$ cat config.mk
export PLATFORM = sky130hd
export DESIGN_NAME = intr_resp_seq
export DESIGN_NICKNAME = d
export VERILOG_FILES = /design/src/rtl/irs_pkg.sv /design/src/rtl/irs_arbiter.sv /design/src/rtl/irs_delay.sv /design/src/rtl/irs_mem_port.sv /design/src/rtl/intr_resp_seq.sv
export SDC_FILE = /design/constraint.sdc
export NUM_CORES = 1
export LEC_CHECK = 0
export BUFFER_PORTS_ARGS = -buffer_cell sky130_fd_sc_hd__buf_2
export CORE_UTILIZATION = 38
export CTS_CLUSTER_DIAMETER = 50
export DETAILED_ROUTE_END_ITERATION = 6
export GPL_TIMING_DRIVEN = 0
export HOLD_SLACK_MARGIN = 0.08
export PLACE_DENSITY = 0.59
export SYNTH_ARGS = -nofsm -noshare
export SYNTH_HDL_FRONTEND = slang
export SYNTH_SLANG_ARGS = --single-unit
$ cat constraint.sdc
create_clock -name clk -period 3.5 [get_ports clk]
set_input_delay 0.875 -clock clk [delete_from_list [all_inputs] [get_ports clk]]
set_output_delay 0.875 -clock clk [all_outputs]
set_load 0.005 [all_outputs]
$ cat src/rtl/irs_pkg.sv
package irs_pkg;

   typedef enum logic [3:0] {
      S_IDLE,
      S_PRE,
      S_PUSH_HI,
      S_PUSH_LO,
      S_RD_LO,
      S_RD_HI,
      S_POST,
      S_DONE
   } irs_state_e;

   typedef enum logic [1:0] {
      K_NONE,
      K_NMI,
      K_INT
   } irs_kind_e;

endpackage

$ cat src/rtl/irs_arbiter.sv
module irs_arbiter
   import irs_pkg::*;
(
   input  logic      sample,
   input  logic      nmi_lvl,
   input  logic      int_lvl,
   input  logic      iff1,
   output irs_kind_e kind
);

   always_comb begin
      if (!sample)                kind = K_NONE;
      else if (nmi_lvl)           kind = K_NMI;
      else if (int_lvl && iff1)   kind = K_INT;
      else                        kind = K_NONE;
   end

endmodule

$ cat src/rtl/irs_delay.sv
module irs_delay #(
   parameter int CW = 3
) (
   input  logic          clk,
   input  logic          rst_n,
   input  logic          load,
   input  logic [CW-1:0] load_val,
   output logic          expired
);

   logic [CW-1:0] cnt_q;

   always_ff @(posedge clk or negedge rst_n) begin
      if (!rst_n)               cnt_q <= '0;
      else if (load)            cnt_q <= load_val;
      else if (cnt_q != '0)     cnt_q <= cnt_q - CW'(1);
   end

   assign expired = (cnt_q == '0);

   AST_DLY_LOAD: assert property (@(posedge clk) disable iff (!rst_n)
      load |=> (cnt_q == $past(load_val)));

endmodule

$ cat src/rtl/irs_mem_port.sv
module irs_mem_port
   import irs_pkg::*;
#(
   parameter int AW = 16,
   parameter int DW = 8
) (
   input  irs_state_e    state,
   input  logic [AW-1:0] sp_base,
   input  logic [AW-1:0] pc_push,
   input  logic [AW-1:0] vec_base,
   output logic          req,
   output logic          we,
   output logic [AW-1:0] addr,
   output logic [DW-1:0] wdata
);

   always_comb begin
      req   = 1'b0;
      we    = 1'b0;
      addr  = '0;
      wdata = '0;
      unique case (state)
         S_PUSH_HI: begin
            req = 1'b1; we = 1'b1;
            addr = sp_base - AW'(1);
            wdata = pc_push[AW-1:AW-DW];
         end
         S_PUSH_LO: begin
            req = 1'b1; we = 1'b1;
            addr = sp_base - AW'(2);
            wdata = pc_push[DW-1:0];
         end
         S_RD_LO: begin
            req = 1'b1;
            addr = vec_base;
         end
         S_RD_HI: begin
            req = 1'b1;
            addr = vec_base + AW'(1);
         end
         default: ;
      endcase
   end

endmodule

$ cat src/rtl/intr_resp_seq.sv
module intr_resp_seq
   import irs_pkg::*;
#(
   parameter int          AW        = 16,
   parameter int          DW        = 8,
   parameter int          WAIT_W    = 4,
   parameter int unsigned NMI_WAIT  = 5,
   parameter int unsigned INT_WAIT  = 7,
   parameter int unsigned MEM_COST  = 3,
   parameter logic [15:0] NMI_VEC   = 16'h0066,
   parameter logic [15:0] FIX_VEC   = 16'h0038,
   parameter bit          TABLE_EN  = 1'b1
) (
   input  logic          clk,
   input  logic          rst_n,
   input  logic          step_end,
   input  logic          skip_set,
   input  logic          nmi_lvl,
   input  logic          int_lvl,
   input  logic [1:0]    im_sel,
   input  logic [DW-1:0] ireg,
   input  logic [DW-1:0] ack_byte,
   input  logic [AW-1:0] pc_in,
   input  logic [AW-1:0] sp_in,
   input  logic          iff1_in,
   input  logic          iff2_in,
   input  logic          halted_in,
   output logic          mem_req,
   output logic          mem_we,
   output logic [AW-1:0] mem_addr,
   output logic [DW-1:0] mem_wdata,
   output logic [WAIT_W-1:0] mem_wait,
   input  logic          mem_ack,
   input  logic [DW-1:0] mem_rdata,
   output logic          busy,
   output logic          done,
   output logic [AW-1:0] pc_out,
   output logic [AW-1:0] sp_out,
   output logic          iff2_out,
   output logic          halt_clr,
   output logic          r_inc,
   output logic          q_clr
);

   localparam int unsigned MAXW = (NMI_WAIT > INT_WAIT) ? NMI_WAIT : INT_WAIT;
   localparam int          CW   = $clog2(MAXW + 1);

   if (AW != 2 * DW) begin : g_bad_width
      $error("address width must be twice the data width");
   end
   if (NMI_WAIT < 1 || INT_WAIT < 1) begin : g_bad_wait
      $error("delay counts must be at least one");
   end
   if (MEM_COST >= (1 << WAIT_W)) begin : g_bad_cost
      $error("memory cost does not fit the wait field");
   end

   irs_state_e    state_q, state_d;
   irs_kind_e     kind, kind_q;
   logic          mode2_q, iff2_q, skip_q;
   logic [AW-1:0] pc_q, sp_q, vec_q;
   logic [DW-1:0] lo_q;
   logic          idle, sample, accept, table_sel;
   logic          dly_load, dly_done;
   logic [CW-1:0] dly_val;

   assign idle   = (state_q == S_IDLE);
   assign sample = step_end && idle && !skip_q;
   assign accept = (kind != K_NONE);

   if (TABLE_EN) begin : g_table
      assign table_sel = (im_sel == 2'd2);
   end else begin : g_fixed
      assign table_sel = 1'b0;
   end

   irs_arbiter u_arb (
      .sample (sample),
      .nmi_lvl(nmi_lvl),
      .int_lvl(int_lvl),
      .iff1   (iff1_in),
      .kind   (kind)
   );

   irs_mem_port #(.AW(AW), .DW(DW)) u_port (
      .state   (state_q),
      .sp_base (sp_q),
      .pc_push (pc_q),
      .vec_base(vec_q),
      .req     (mem_req),
      .we      (mem_we),
      .addr    (mem_addr),
      .wdata   (mem_wdata)
   );

   irs_delay #(.CW(CW)) u_dly (
      .clk     (clk),
      .rst_n   (rst_n),
      .load    (dly_load),
      .load_val(dly_val),
      .expired (dly_done)
   );

   always_comb begin
      state_d  = state_q;
      dly_load = 1'b0;
      dly_val  = CW'(INT_WAIT - 1);
      unique case (state_q)
         S_IDLE: if (accept) begin
            if (kind == K_NMI) begin
               state_d  = S_PRE;
               dly_load = 1'b1;
               dly_val  = CW'(NMI_WAIT - 1);
            end else begin
               state_d  = S_PUSH_HI;
            end
         end
         S_PRE:     if (dly_done) state_d = S_PUSH_HI;
         S_PUSH_HI: if (mem_ack)  state_d = S_PUSH_LO;
         S_PUSH_LO: if (mem_ack) begin
            if (kind_q == K_NMI)  state_d = S_DONE;
            else if (mode2_q)     state_d = S_RD_LO;
            else begin
               state_d  = S_POST;
               dly_load = 1'b1;
            end
         end
         S_RD_LO:   if (mem_ack) state_d = S_RD_HI;
         S_RD_HI:   if (mem_ack) begin
            state_d  = S_POST;
            dly_load = 1'b1;
         end
         S_POST:    if (dly_done) state_d = S_DONE;
         S_DONE:    state_d = S_IDLE;
         default:   state_d = S_IDLE;
      endcase
   end

   always_ff @(posedge clk or negedge rst_n) begin
      if (!rst_n) begin
         state_q <= S_IDLE;
         kind_q  <= K_NONE;
         mode2_q <= 1'b0;
         iff2_q  <= 1'b0;
         skip_q  <= 1'b0;
         pc_q    <= '0;
         sp_q    <= '0;
         vec_q   <= '0;
         lo_q    <= '0;
      end else begin
         state_q <= state_d;
         if (skip_set)               skip_q <= 1'b1;
         else if (step_end && idle)  skip_q <= 1'b0;
         unique case (state_q)
            S_IDLE: if (accept) begin
               kind_q  <= kind;
               mode2_q <= table_sel && (kind == K_INT);
               pc_q    <= pc_in + AW'(halted_in);
               sp_q    <= sp_in;
               vec_q   <= {ireg, ack_byte};
               iff2_q  <= (kind == K_NMI) ? iff2_in : 1'b0;
            end
            S_PUSH_LO: if (mem_ack) begin
               sp_q <= sp_q - AW'(2);
               if (kind_q == K_NMI)  pc_q <= NMI_VEC;
               else if (!mode2_q)    pc_q <= FIX_VEC;
            end
            S_RD_LO: if (mem_ack) lo_q <= mem_rdata;
            S_RD_HI: if (mem_ack) pc_q <= {mem_rdata, lo_q};
            default: ;
         endcase
      end
   end

   assign mem_wait = mem_req ? WAIT_W'(MEM_COST) : '0;
   assign busy     = !idle;
   assign done     = (state_q == S_DONE);
   assign pc_out   = pc_q;
   assign sp_out   = sp_q;
   assign iff2_out = iff2_q;
   assign q_clr    = accept;
   assign r_inc    = (kind == K_INT);
   assign halt_clr = accept && halted_in;

   AST_INT_GATE: assert property (@(posedge clk) disable iff (!rst_n)
      r_inc |-> (iff1_in && !nmi_lvl));
   AST_INT_IFF2: assert property (@(posedge clk) disable iff (!rst_n)
      (done && mode2_q) |-> !iff2_out);
   AST_REQ_HOLD: assert property (@(posedge clk) disable iff (!rst_n)
      (mem_req && !mem_ack) |=> (mem_req && $stable(mem_addr)));
   AST_DONE_PULSE: assert property (@(posedge clk) disable iff (!rst_n)
      done |=> (!done && !busy));
   AST_NO_ACCEPT_BUSY: assert property (@(posedge clk) disable iff (!rst_n)
      busy |-> !q_clr);

endmodule

==> key figures <==
Setup path
  • CP Launch Point: sp_out[1]
  • Delay of the slowest critical-path stage: 0.46 ns
  • CP Class: reg2out
  • WP data arrival: 2.49 ns
  • Critical Path Start Type: register
  • R2r startpoint: state_q[1]
  • Crit. End Element: primary output
  • CP Cell Sequence: inv_1 -> ha_2 -> nor3b_1 -> nand4_1 -> or4_1 -> a31oi_1 -> buf_2
  • Crit path max fanout: 6
  • R2R depth: 8
  • WP data required: 2.62 ns
  • Crit-path slowest cell: or4_1

Drt
  • Routed length on met1: 6870 um
  • Post-route ant nets: 0
  • Vias per cell: 5.63
  • Detail Route met3 WL: 928 um
  • Uppermost layer routed: met4
  • Routed wl met2: 6910 um
  • Via count: 4,847
  • Mean routed wirelength per cell: 17.4 um
  • Initial DRC count: 295
  • Drc violations: 0
  • Drt pass-1 iters: 5
  • Routed Wire Length: 15,000 um

Placement
  • Inst Count DP: 846
  • GPL Wtd Cong: 0.841
  • DP Wirelength: 11,300 um
  • Port-buffer cells: 133

Finish
  • Area growth syn-to-layout: 26.3%
  • Nets@finish: 790
  • Final Non-Filler Cells: 861
  • Final core utilization: 50.2%
  • Layout cell share with drive strength beyond 1: 25.2%
  • ANT cells: 0

Pwr
  • Overall Power: 5.16 mW
  • P_leak: 2.65 nW
  • VDD IR max: 0.000408 V
  • Power density over cell area: 882 mW/mm^2

Global routing
  • First-pass GRT wire length: 24,000 um
  • Initial antenna violation count: 0
  • GRT overflow: 0
  • Largest net degree at the start of global routing: 68
  • Vias in the first global route: 4,682
  • Total GRT Usage: 24.2%

STA
  • Worst hold slack: 0.486 ns
  • Highest clock rate: 297 MHz
  • Setup-failing EPs final: 0
  • Setup TNS: 0 ns
  • Max-slew headroom: 22.9%
  • Least-Margin Pin Slew: 1.15 ns
  • Min cycle time layout: 3.36 ns
  • Clock skew: 0.00684 ns
  • Max-slew violations: 0
  • Final Hold Fails: 0
  • Final period util: 96.1%

Clocking
  • Max Root-Sink Buffers: 2
  • Cts hold-fix bufs: 0
  • Post-CTS Setup Bufs: 0
  • Root Driver: clkbuf_16
  • Reg clk slew, reported paths: 0.06 ns
  • TritonCTS Sinks: 67
  • CTS tree: yes
  • Worst-skew pair later-pin latency: 0.34 ns
  • Total CTS buffers: 9
  • Htree depth: 3

Die
  • Die Area: 0.0126 mm^2
  • Die W: 112 um
  • Initial Util: 39.7%
  • Core Region: 0.0117 mm^2
  • Io pins: 136
  • Die height: 112 um
  • # rows: 39

Logic synthesis
  • Post-synth EDFFs: 0
  • YS warnings: 0
  • Main synth FF type: dfrtp_1
  • Mean Syn Cell Area: 8.14 um^2
  • Sequential-to-total area share from yosys stat: 36.2%
  • Post-synthesis cell type count: 58
  • Synthesized area: 0.00463 mm^2
  • Flops & latches, synth: 67
  • Synth async-reset ratio: 100%
  • Synthesized instance count: 569

Flow run
  • Max-cap violations: 0

Hold path
  • Worst Hold Launch: iff2_out
  • Min-Delay Path Class: reg2reg
  • Hold depth: 1

Outcome
  • Outcome: finished clean
-- cells in the mapped netlist, drive strengths merged, types with 2 or more instances --
| cell | number | area [um^2] |
|---|---|---|
| nand2 | 95 | 357 |
| dfrtp | 67 | 1680 |
| nor2 | 44 | 165 |
| a21oi | 40 | 215 |
| clkbuf | 30 | 113 |
| nand3 | 25 | 125 |
| a22oi | 24 | 180 |
| xnor2 | 23 | 201 |
| o21ai | 21 | 105 |
| xor2 | 17 | 149 |
| inv | 15 | 56.3 |
| o22ai | 15 | 93.8 |
| buf | 12 | 81.3 |
| mux2 | 12 | 139 |
| nand4 | 12 | 75.1 |
| nor2b | 12 | 75.1 |
| ha | 9 | 113 |
| nor3 | 9 | 45.0 |
| nor4 | 9 | 62.6 |
| nand2b | 6 | 37.5 |
| a221oi | 5 | 43.8 |
| a21o | 4 | 30.0 |
| a2bb2oi | 4 | 35.0 |
| a31oi | 4 | 25.0 |
| and2 | 4 | 25.0 |
| and3 | 4 | 25.0 |
| and4 | 4 | 35.0 |
| nor3b | 4 | 30.0 |
| o211ai | 4 | 30.0 |
| a211oi | 3 | 22.5 |
| a32o | 3 | 30.0 |
| and3b | 3 | 26.3 |
| o21a | 3 | 22.5 |
| o31a | 3 | 26.3 |
| or3 | 3 | 18.8 |
| a221o | 2 | 20.0 |
| nand3b | 2 | 15.0 |
| o2bb2ai | 2 | 17.5 |
-- per-layer routing --
layer | up-vias | GRT usage, %
met5 | - | 0
met4 | 0 | 8.89
met3 | 24 | 3.78
met2 | 192 | 38.8
met1 | 2307 | 33.2
li1 | 2324 | -
-- cells in the final DEF (no fill, tap or decap), types with 23 or more instances in the layout --
cell	count
dfrtp_1	67
buf_2	137
nand3_1	25
a21oi_1	38
nor2_1	44
a22oi_1	24
clkbuf_1	26
xnor2_1	23
nand2_1	95
-- kinds of logic after synthesis --
family,Yosys count,synth area share (%)
fa+ha+maj,9,2.43
simple gates,239,24.8
mux,12,3.00
other cells,1,0.0809
flops,67,36.2
compound gates,143,20.5
xor+xnor,40,7.56
buf+inv,58,5.51
-- flip-flops by register name, summed over array words and instances (netlist names) --
signal,flops
state_q,3
skip_q,1
kind_q,2
mode2_q,1
sp_out,16
u_dly.cnt_q,3
vec_q,16
lo_q,8
iff2_out,1
pc_out,16
-- where the power goes --
| part | internal, mW | switching [mW] |
|---|---|---|
| Sequential | 1.09 | 0.323 |
| Clock | 0.697 | 0.361 |
| Combinational | 1.15 | 1.53 |
| Total | 2.94 | 2.22 |
-- area by class of cell --
type,instances,area [um^2]
multi-input cells,445,2730
fillers,1193,5810
plain buffers,41,195
well taps,143,179
clock buffers,10,229
flip-flops and latches,67,1680
repair buffers,133,668
inverters,16,61.3
clock inverters,6,114
-- through the flow --
step	area, um^2	worst slack, ns
2_1_floorplan	4640	0.473
4_1_cts	5830	0.0627
5_1_grt	5850	-0.0233
3_3_place_gp	5480	0.0319
6_report	5850	0.135
3_5_place_dp	5490	-0.00209
-- worst max-delay path: cells and delay by family (launching register included) --
| family | cells | cell delay [ns] |
|---|---|---|
| simple gates | 3 | 0.90 |
| buf+inv | 2 | 0.33 |
| flops | 1 | 0.44 |
| compound gates | 1 | 0.23 |
| fa+ha+maj | 1 | 0.26 |
-- worst paths after layout --
kind	endpoint	slack, ns
max in group asynchronous	vec_q[11]	2.28
max reg2reg	state_q[0]	0.90
min reg2reg	iff2_out	0.49
min in group asynchronous	iff2_out	0.66
max	mem_addr[15]	0.14
min	iff2_out	0.49
-- what timing repair did --
action / 4_1_cts / 5_1_grt
gates resized for setup: 3 / 8
endpoints found under the setup margin: 4 / 7
cloned: 0 / 0
Power figures use the tool's default switching activity.
